## src/rtl/rmt_pkg.sv

```systemverilog
package rmt_pkg;
  localparam int RMT_REQS    = 4;
  localparam int RMT_ENTRIES = 8;
  localparam int RMT_ADDR_W  = 32;
  localparam int RMT_DATA_W  = 32;

  typedef enum logic {
    DL_IDLE = 1'b0,
    DL_BUSY = 1'b1
  } dl_state_e;
endpackage

```

## src/rtl/rmt_pick.sv

```systemverilog
module rmt_pick #(
  parameter int N = 8,
  localparam int W = (N > 1) ? $clog2(N) : 1
) (
  input  logic [N-1:0] vec,
  output logic         found,
  output logic [W-1:0] idx
);
  always_comb begin
    idx = '0;
    for (int i = N - 1; i >= 0; i--) begin
      if (vec[i]) idx = W'(i);
    end
  end

  assign found = |vec;
endmodule

```

## src/rtl/rmt_entry.sv

```systemverilog
module rmt_entry #(
  parameter int NUM_REQ = rmt_pkg::RMT_REQS,
  parameter int ADDR_W  = rmt_pkg::RMT_ADDR_W,
  parameter int DATA_W  = rmt_pkg::RMT_DATA_W,
  localparam int ID_W   = (NUM_REQ > 1) ? $clog2(NUM_REQ) : 1
) (
  input  logic               clk,
  input  logic               rst_n,
  input  logic               alloc_i,
  input  logic               merge_i,
  input  logic [ID_W-1:0]    id_i,
  input  logic [ADDR_W-1:0]  addr_i,
  input  logic               fill_i,
  input  logic [DATA_W-1:0]  fill_data_i,
  input  logic               done_i,
  input  logic [ID_W-1:0]    dlv_id_i,
  output logic               valid_o,
  output logic               filled_o,
  output logic               merged_o,
  output logic [ADDR_W-1:0]  addr_o,
  output logic [NUM_REQ-1:0] mask_o,
  output logic [DATA_W-1:0]  data_o
);
  logic               valid_q, valid_d;
  logic               filled_q, filled_d;
  logic               merged_q, merged_d;
  logic [NUM_REQ-1:0] mask_q, mask_d;
  logic [ADDR_W-1:0]  addr_q;
  logic [DATA_W-1:0]  data_q;
  logic [NUM_REQ-1:0] req_bit, dlv_bit;
  logic               addr_en, data_en;

  assign req_bit = NUM_REQ'(1) << id_i;
  assign dlv_bit = NUM_REQ'(1) << dlv_id_i;
  assign addr_en = alloc_i;
  assign data_en = fill_i & valid_q;

  always_comb begin
    valid_d  = valid_q;
    filled_d = filled_q;
    merged_d = merged_q;
    mask_d   = mask_q;
    if (alloc_i) begin
      valid_d  = 1'b1;
      filled_d = 1'b0;
      merged_d = 1'b0;
      mask_d   = req_bit;
    end
    if (merge_i) begin
      if ((mask_q & req_bit) == '0) merged_d = 1'b1;
      mask_d = mask_d | req_bit;
    end
    if (data_en) filled_d = 1'b1;
    if (done_i) begin
      mask_d = mask_d & ~dlv_bit;
      if (mask_d == '0) begin
        valid_d  = 1'b0;
        filled_d = 1'b0;
      end
    end
  end

  always_ff @(posedge clk or negedge rst_n) begin
    if (!rst_n) begin
      valid_q  <= 1'b0;
      filled_q <= 1'b0;
      merged_q <= 1'b0;
      mask_q   <= '0;
    end else begin
      valid_q  <= valid_d;
      filled_q <= filled_d;
      merged_q <= merged_d;
      mask_q   <= mask_d;
    end
  end

  always_ff @(posedge clk) begin
    if (addr_en) addr_q <= addr_i;
  end

  always_ff @(posedge clk) begin
    if (data_en) data_q <= fill_data_i;
  end

  assign valid_o  = valid_q;
  assign filled_o = filled_q;
  assign merged_o = merged_q;
  assign addr_o   = addr_q;
  assign mask_o   = mask_q;
  assign data_o   = data_q;
endmodule

```

## src/rtl/rd_merge_table.sv

```systemverilog
module rd_merge_table #(
  parameter int NUM_REQ = rmt_pkg::RMT_REQS,
  parameter int NUM_ENT = rmt_pkg::RMT_ENTRIES,
  parameter int ADDR_W  = rmt_pkg::RMT_ADDR_W,
  parameter int DATA_W  = rmt_pkg::RMT_DATA_W,
  localparam int ID_W   = (NUM_REQ > 1) ? $clog2(NUM_REQ) : 1,
  localparam int ENT_W  = (NUM_ENT > 1) ? $clog2(NUM_ENT) : 1
) (
  input  logic               clk,
  input  logic               rst_n,
  input  logic               req_valid,
  output logic               req_ready,
  input  logic [ID_W-1:0]    req_id,
  input  logic [ADDR_W-1:0]  req_addr,
  output logic               mem_req_valid,
  output logic [ADDR_W-1:0]  mem_req_addr,
  output logic [ENT_W-1:0]   mem_req_tag,
  input  logic               rsp_valid,
  input  logic [ENT_W-1:0]   rsp_tag,
  input  logic [DATA_W-1:0]  rsp_data,
  output logic [NUM_REQ-1:0] dlv_valid,
  input  logic [NUM_REQ-1:0] dlv_ready,
  output logic [ADDR_W-1:0]  dlv_addr,
  output logic [DATA_W-1:0]  dlv_data,
  output logic               dlv_shared
);
  import rmt_pkg::*;

  // per-record state views
  logic [NUM_ENT-1:0] ent_valid, ent_filled, ent_merged;
  logic [ADDR_W-1:0]  ent_addr [NUM_ENT];
  logic [DATA_W-1:0]  ent_data [NUM_ENT];
  logic [NUM_REQ-1:0] ent_mask [NUM_ENT];

  // per-record strobes
  logic [NUM_ENT-1:0] match_vec, free_vec, ready_vec;
  logic [NUM_ENT-1:0] alloc_vec, merge_vec, fill_vec, done_vec;

  logic             hit, has_free, any_ready;
  logic [ENT_W-1:0] hit_idx, free_idx, rdy_idx;
  logic             accept, issue;

  // delivery engine
  dl_state_e          dl_state_q, dl_state_d;
  logic [ENT_W-1:0]   dl_ent_q, dl_ent_d;
  logic               dl_ent_en;
  logic [NUM_REQ-1:0] cur_mask;
  logic               cur_found;
  logic [ID_W-1:0]    cur_id;
  logic [NUM_REQ-1:0] cur_bit;
  logic               dlv_fire, dlv_last;

  // outgoing memory request registers
  logic               mreq_v_q;
  logic [ADDR_W-1:0]  mreq_addr_q;
  logic [ENT_W-1:0]   mreq_tag_q;

  for (genvar e = 0; e < NUM_ENT; e++) begin : g_ent
    assign match_vec[e] = ent_valid[e] & ~ent_filled[e] & (ent_addr[e] == req_addr);
    assign free_vec[e]  = ~ent_valid[e];
    assign ready_vec[e] = ent_valid[e] & ent_filled[e];
    assign alloc_vec[e] = issue & (free_idx == ENT_W'(e));
    assign merge_vec[e] = accept & hit & (hit_idx == ENT_W'(e));
    assign fill_vec[e]  = rsp_valid & (rsp_tag == ENT_W'(e));
    assign done_vec[e]  = dlv_fire & (dl_ent_q == ENT_W'(e));

    rmt_entry #(
      .NUM_REQ(NUM_REQ),
      .ADDR_W (ADDR_W),
      .DATA_W (DATA_W)
    ) u_ent (
      .clk        (clk),
      .rst_n      (rst_n),
      .alloc_i    (alloc_vec[e]),
      .merge_i    (merge_vec[e]),
      .id_i       (req_id),
      .addr_i     (req_addr),
      .fill_i     (fill_vec[e]),
      .fill_data_i(rsp_data),
      .done_i     (done_vec[e]),
      .dlv_id_i   (cur_id),
      .valid_o    (ent_valid[e]),
      .filled_o   (ent_filled[e]),
      .merged_o   (ent_merged[e]),
      .addr_o     (ent_addr[e]),
      .mask_o     (ent_mask[e]),
      .data_o     (ent_data[e])
    );
  end

  rmt_pick #(.N(NUM_ENT)) u_pick_hit  (.vec(match_vec), .found(hit),       .idx(hit_idx));
  rmt_pick #(.N(NUM_ENT)) u_pick_free (.vec(free_vec),  .found(has_free),  .idx(free_idx));
  rmt_pick #(.N(NUM_ENT)) u_pick_rdy  (.vec(ready_vec), .found(any_ready), .idx(rdy_idx));

  assign req_ready = hit | has_free;
  assign accept    = req_valid & req_ready;
  assign issue     = accept & ~hit;

  // memory request path
  always_ff @(posedge clk or negedge rst_n) begin
    if (!rst_n) mreq_v_q <= 1'b0;
    else        mreq_v_q <= issue;
  end

  always_ff @(posedge clk) begin
    if (issue) begin
      mreq_addr_q <= req_addr;
      mreq_tag_q  <= free_idx;
    end
  end

  assign mem_req_valid = mreq_v_q;
  assign mem_req_addr  = mreq_addr_q;
  assign mem_req_tag   = mreq_tag_q;

  // delivery: one record at a time, one requester at a time
  assign cur_mask = ent_mask[dl_ent_q];

  rmt_pick #(.N(NUM_REQ)) u_pick_req (.vec(cur_mask), .found(cur_found), .idx(cur_id));

  assign cur_bit  = NUM_REQ'(1) << cur_id;
  assign dlv_fire = (dl_state_q == DL_BUSY) & cur_found & dlv_ready[cur_id];
  assign dlv_last = (cur_mask & ~cur_bit) == '0;

  always_comb begin
    dl_state_d = dl_state_q;
    dl_ent_d   = dl_ent_q;
    dl_ent_en  = 1'b0;
    unique case (dl_state_q)
      DL_IDLE: begin
        if (any_ready) begin
          dl_state_d = DL_BUSY;
          dl_ent_d   = rdy_idx;
          dl_ent_en  = 1'b1;
        end
      end
      DL_BUSY: begin
        if (dlv_fire && dlv_last) dl_state_d = DL_IDLE;
      end
      default: dl_state_d = DL_IDLE;
    endcase
  end

  always_ff @(posedge clk or negedge rst_n) begin
    if (!rst_n) begin
      dl_state_q <= DL_IDLE;
      dl_ent_q   <= '0;
    end else begin
      dl_state_q <= dl_state_d;
      if (dl_ent_en) dl_ent_q <= dl_ent_d;
    end
  end

  assign dlv_valid  = ((dl_state_q == DL_BUSY) && cur_found) ? cur_bit : '0;
  assign dlv_addr   = ent_addr[dl_ent_q];
  assign dlv_data   = ent_data[dl_ent_q];
  assign dlv_shared = ent_merged[dl_ent_q];
endmodule

```

## config.mk

```make
export PLATFORM = sky130hd
export DESIGN_NAME = rd_merge_table
export DESIGN_NICKNAME = d
export VERILOG_FILES = /design/src/rtl/rmt_pkg.sv /design/src/rtl/rmt_pick.sv /design/src/rtl/rmt_entry.sv /design/src/rtl/rd_merge_table.sv
export SDC_FILE = /design/constraint.sdc
export NUM_CORES = 1
export LEC_CHECK = 0
export ABC_AREA = 1
export CAP_MARGIN = 20
export CORE_MARGIN = 2
export CORE_UTILIZATION = 50
export DETAILED_ROUTE_END_ITERATION = 7
export PLACE_DENSITY_LB_ADDON = 0.2
export SYNTH_ARGS = -nofsm -noshare
export SYNTH_HDL_FRONTEND = slang
export SYNTH_SLANG_ARGS = --single-unit
```

## constraint.sdc

```tcl
create_clock -name clk -period 4.2 [get_ports clk]
set_input_delay 0.63 -clock clk [delete_from_list [all_inputs] [get_ports clk]]
set_output_delay 0.63 -clock clk [all_outputs]
set_load 0.01 [all_outputs]
```

# Word level (Yosys, flattened, before mapping)
# Index checks and enable logic that the tools add are counted.
dict set report classes {
  order_cmp 3
  n_eq_ne 36
  n_shift 2
  muxes 150
  n_bitwise 115
  n_reduce_logical 28
}
# op n
set ops {}
lappend ops {{$eq 32x32->1} 8}
lappend ops {{$bmux 32 s3} 2}
lappend ops {{$mux 32} 4}
lappend ops {{$mux 4} 27}
lappend ops {{$mux 1} 85}
lappend ops {{$mux 3} 24}
lappend ops {{$and 1x1->1} 69}
lappend ops {{$and 4x4->4} 17}
lappend ops {{$logic_not 4->1} 17}
lappend ops {{$eq 3x3->1 const B} 16}
lappend ops {{$or 4x4->4} 8}
lappend ops {{$eq 3x2->1 const B} 8}
lappend ops {{$reduce_or 8->1} 3}
lappend ops {{$not 1->1} 18}
lappend ops {{$bmux 4 s3} 1}
lappend ops {{$eq 3x1->1 const B} 4}
lappend ops {{$logic_not 3->1} 4}
lappend ops {{$mux 2} 4}
lappend ops {{$shl 1x2->4 const A} 2}
lappend ops {{$ge 4x4->1 const B} 1}
lappend ops {{$lt 3x4->1 const B} 1}
lappend ops {{$not 3->4} 1}
lappend ops {{$not 4->4} 1}
lappend ops {{$reduce_or 4->1} 1}
lappend ops {{7 further kinds} 8}
dict set report word_totals {
  reg_bits 608
  inputBits 77
  out_inout_bits 106
  word_cells 387
}

# Logic depth before layout (Yosys ltp)
dict set report depth {
  word_depth 18
  depth_mapped 26
}

# Modules after synthesis
# Synthesis repeated with hierarchy kept, for this count alone.
dict set report hier_totals {
  hier_cells 2654
  hier_area_um2 28063.2
}
# module instances cells_per_inst area_per_inst_um2 seq_area_each_um2
set by_module_without_submodules {}
lappend by_module_without_submodules {rmt_entry 8 126 2362.3 2097.0}
lappend by_module_without_submodules {rd_merge_table 1 1571 8822.2 1176.1}
lappend by_module_without_submodules {{rmt_pick (u_pick_free ...)} 3 22 98.8 0.0}
lappend by_module_without_submodules {{rmt_pick (u_pick_req)} 1 9 46.3 0.0}

# Least setup slack after synthesis
# No wires, ideal clock.
dict set report synth_timing {
  kind {in2reg}
  from {in rsp_tag[1]}
  to {reg g_ent[0].u_ent.data_q[0], enable pin}
  setup_ns 0.463
  arrival_ns 3.026
  required_ns 3.737
  slack_ns 0.711
  stages 3
  path_buffers 0
  cell_sequence {inv_1 > nand3_1 > nor3_1}
}
dict set report synth_between {
  elab_chain_cells 3
}
# item line_no
set synth_lines {}
lappend synth_lines {{from (decl)} rd_merge_table.sv:19} ;# input logic [ENT_W-1:0] rsp_tag,
lappend synth_lines {{$logic_not 3->1} rd_merge_table.sv:64} ;# assign fill_vec[e] = rsp_valid & (rsp_tag == ENT_W'(e));
lappend synth_lines {{$and 1x1->1} rd_merge_table.sv:64}
lappend synth_lines {{$and 1x1->1} rmt_entry.sv:36} ;# assign data_en = fill_i & valid_q;
lappend synth_lines {{net g_ent[0].u_ent.data_en} rmt_entry.sv:31} ;# logic addr_en, data_en;
lappend synth_lines {{to (signal assigned)} rmt_entry.sv:82} ;# if (data_en) data_q <= fill_data_i;
lappend synth_lines {{to (decl)} rmt_entry.sv:29} ;# logic [DATA_W-1:0] data_q;
# The timed path passes the listed nets, and every way through them passes these cells.
# A chain may end at the register's enable or synchronous reset.

# Final worst setup path
dict set report layout_timing {
  from {in req_addr[0]}
  to {out req_ready}
}
dict set report layout_between {
  elab_chain_cells 4
  word_cells_on_any_way 18
}
# item line_no
set layout_lines {}
lappend layout_lines {{from (decl)} rd_merge_table.sv:14} ;# input logic [ADDR_W-1:0] req_addr,
lappend layout_lines {{$eq 32x32->1} rd_merge_table.sv:59} ;# assign match_vec[e] = ent_valid[e] & ~ent_filled[e] & (ent_addr[e] == req_addr);
lappend layout_lines {{$and 1x1->1} rd_merge_table.sv:59}
lappend layout_lines {{$reduce_or 8->1 *} rmt_pick.sv:16} ;# assign found = |vec;
lappend layout_lines {{$or 1x1->1 *} rd_merge_table.sv:95} ;# assign req_ready = hit | has_free;
lappend layout_lines {{to (decl)} rd_merge_table.sv:12} ;# output logic req_ready,
# Every way passes the cells marked *; elsewhere a longest branch is shown, timed or not.

==> impl_metrics.env <==
export IMPL_status="finished, final reports clean"
export IMPL_rows=87
export IMPL_drt_iter0_markers=2807
export IMPL_p_per_area_mw_per_mm2=726
export IMPL_setup_tns_ns=0
export IMPL_regArea_mm2=0.0180
export IMPL_insertion_delay_ns=0.63
export IMPL_drt_pass1_iterations=6
export IMPL_cp_data_required_time_ns=3.57
export IMPL_startpoint="req_addr[0]"
export IMPL_slew_headroom_pct=41.8
export IMPL_critPathArrivalTime_ns=3.49
export IMPL_coreArea_mm2=0.0561
export IMPL_track_usage_pct=34.4
export IMPL_post_place_ws_ns=0.124
export IMPL_fillerInstances=4620
export IMPL_synth_distinct_cells=58
export IMPL_worst_path_max_delay_cell="clkdlybuf4s50_1"
export IMPL_setup_violations=0
export IMPL_grt_max_degree=118
export IMPL_p_leak_uw=0.0134
export IMPL_worst_path_stages=15
export IMPL_clock_skew_ns=0.0261
export IMPL_r2r_cells=18
export IMPL_numPortBuffers=182
export IMPL_worstMarginPinSlew_ns=0.874
export IMPL_synth_most_common_cell="nand2_1"
export IMPL_ir_drop_mv=0.503
export IMPL_r2r_start="g_ent[3].u_ent.valid_o"
export IMPL_post_route_period_util_pct=98.1
export IMPL_die_h_um=242
export IMPL_ys_seq_area_share_pct=63.6
export IMPL_syn_area_mm2=0.0282
export IMPL_cts_hold_buffers=0
export IMPL_grt_pass1_vias=21498
export IMPL_syn_num_nets=2825
export IMPL_antenna_left=0
export IMPL_critPathCaptureType="primary output"
export IMPL_fin_crit_ns=4.12
export IMPL_fmax_ghz=0.243
export IMPL_vias_per_cell=5.82
export IMPL_die_w_um=242
export IMPL_fin_util_pct=61.4
export IMPL_rr_endpoint="g_ent[5].u_ent.valid_o"
export IMPL_place_congestion=1.04
export IMPL_synth_area_top_cells="edfxtp_1, nand2_1, dfrtp_1"
export IMPL_drc=0
export IMPL_ys_warnings_count=0
export IMPL_clock_sinks=608
export IMPL_cpLargestDelayFamily="buffers and inverters"
export IMPL_multiInputGateArea_mm2=0.00881
export IMPL_root_buffer="clkbuf_16"
export IMPL_htree_levels=3
export IMPL_cp_max_fo=8
export IMPL_crit_type="input port to primary output"
export IMPL_avgRoutedWirePerCell_um=26.2
export IMPL_r2r_slack_ns=0.88
export IMPL_startpoint_type="input port"
export IMPL_ys_flop_type="edfxtp_1"
export IMPL_async_flop_share_pct=10.0
export IMPL_cp_endpoint="req_ready"
export IMPL_power_uw=25000
export IMPL_area_delta_synth_final_pct=21.8
export IMPL_stdcell_count=3869
export IMPL_hpwl_um=69700
export IMPL_crit_path_frequent_cell="nand2_1"
export IMPL_fin_ws_ns=0.0817
export IMPL_synth_edf_count=547
export IMPL_avgSynthCellArea_um2=10.3
export IMPL_hold_viol=0
export IMPL_hold_path_class="input port to asynchronous set/reset pin"
export IMPL_drive_gt1_share_pct=12.1
export IMPL_grt_ovfl_total=0
export IMPL_clk_pin_slew_ns=0.06
export IMPL_routed_wl_um=101000
export IMPL_yosysTopAreaCellShare_pct=58.2
export IMPL_finish_net_count=3140
export IMPL_syn_inst=2748
export IMPL_post_cts_buffers=0
export IMPL_ys_ff_latch=608
export IMPL_cts_buffers=66
export IMPL_drv_slew=0
export IMPL_place_inst=3751
export IMPL_yosys_area_top_type="edfxtp_1"
export IMPL_critPathMaxStageDelay_ns=0.75
export IMPL_rsz0062_at_grt="no"
export IMPL_cap_violations=0
export IMPL_die_area_mm2=0.0584
export IMPL_grt_pass1_wl_um=146000
export IMPL_initial_core_util_pct=50.4
export IMPL_num_vias=22532
export IMPL_path_cells="clkdlybuf4s50_1, inv_2, buf_4, nand2_1, nand2_1, nor2_1, nand2_1, nor2_1, nand3_1, nor2_1, nor2_1, nand2_1, nor2_4, nand2_1, clkdlybuf4s50_1"
export IMPL_io_pin_count=183
export IMPL_clockBufferDepth=3
export IMPL_tritoncts="yes"
export IMPL_netlist_top_cells_count="nand2_1, edfxtp_1, nor2_1"
export IMPL_antenna_found_initial=5
export IMPL_path_buf_inv=4
export IMPL_cts_resized=0
-- routing by layer --
metal / GRT usage (%) / vias up / wire (µm)
met1: 48.6 / 10997 / 41500
met5: 0 / - / 18
met2: 53.1 / 1256 / 46200
met4: 11.6 / 4 / 3470
met3: 7.48 / 179 / 10300
li1: - / 10096 / -
-- report_power, final --
| group | switching (µW) | leakage, µW | internal, µW |
|---|---|---|---|
| Combinational | 6450 | 0.00670 | 3750 |
| Clock | 2510 | 0.00110 | 3650 |
| Sequential | 752 | 0.00561 | 7880 |
-- through the flow --
| step | area (µm²) | hold WS, ns |
|---|---|---|
| 6_report | 34400 | 0.127 |
| 5_1_grt | 34400 | 0.168 |
| 4_1_cts | 34400 | 0.142 |
| 3_5_place_dp | 32100 | 0.483 |
| 3_3_place_gp | 32100 | 0.476 |
| 2_1_floorplan | 28200 | 0.334 |
-- area by class of cell --
class,count,area share [%]
Clock buffer,81,5.03
Tap cell,756,2.75
Timing Repair Buffer,355,9.92
Sequential cell,608,52.2
Multi-Input combinational cell,1767,25.6
Clock inverter,36,1.56
Antenna cell,1,0.00727
Inverter,265,2.92
-- cells by family (layout without fill, tap and decap cells) --
group / Yosys count / in the layout / share of synthesized area (%)
flops: 608 / 608 / 63.6
buf+inv: 373 / 737 / 5.45
xor+xnor: 83 / 83 / 2.57
compound gates: 422 / 422 / 9.75
simple gates: 1262 / 1262 / 18.6
other cells: 0 / 1 / 0
-- cells in the final DEF, fill, tap and decap left out, drive strengths merged, types with 2 or more instances in the layout --
master           n
nand2          860
edfxtp         547
inv            264
nor2           249
clkdlybuf4s50  180
buf            174
o21ai          157
a22oi           85
clkbuf          81
xnor2           68
nand3           65
nand4           61
dfrtp           61
a31oi           41
o22ai           32
a21oi           27
clkinv          26
a221oi          23
o2111ai         20
xor2            15
bufinv          11
nor3            11
o31ai            7
nand3b           6
o221ai           5
a211oi           5
a32oi            4
o211ai           4
o21a             3
o32ai            3
and2             3
or2              3
nor2b            2
a41oi            2
a22o             2
-- worst min path at each step --
stage / depth (start not counted) / slack, ns / endpoint
2_1_floorplan: 0 / 0.33 / dl_ent_q[0]
3_3_place_gp: 2 / 0.48 / g_ent[3].u_ent.merged_o
3_5_place_dp: 2 / 0.48 / g_ent[5].u_ent.merged_o
4_1_cts: 1 / 0.14 / g_ent[2].u_ent.mask_o[0]
5_1_grt: 1 / 0.17 / g_ent[7].u_ent.mask_o[2]
6_report: 1 / 0.13 / g_ent[7].u_ent.mask_o[2]
-- registers in the layout, summed over array words and instances (netlist names) --
| register | flops |
|---|---|
| g_ent.u_ent.merged_o | 8 |
| mem_req_valid | 1 |
| dl_state_q | 1 |
| g_ent.u_ent.data_o | 256 |
| g_ent.u_ent.valid_o | 8 |
| g_ent.u_ent.mask_o | 32 |
| g_ent.u_ent.filled_o | 8 |
| g_ent.u_ent.addr_o | 256 |
| dl_ent_q | 3 |
| mem_req_addr | 32 |
| mem_req_tag | 3 |
(Power assumes the default switching activity.)
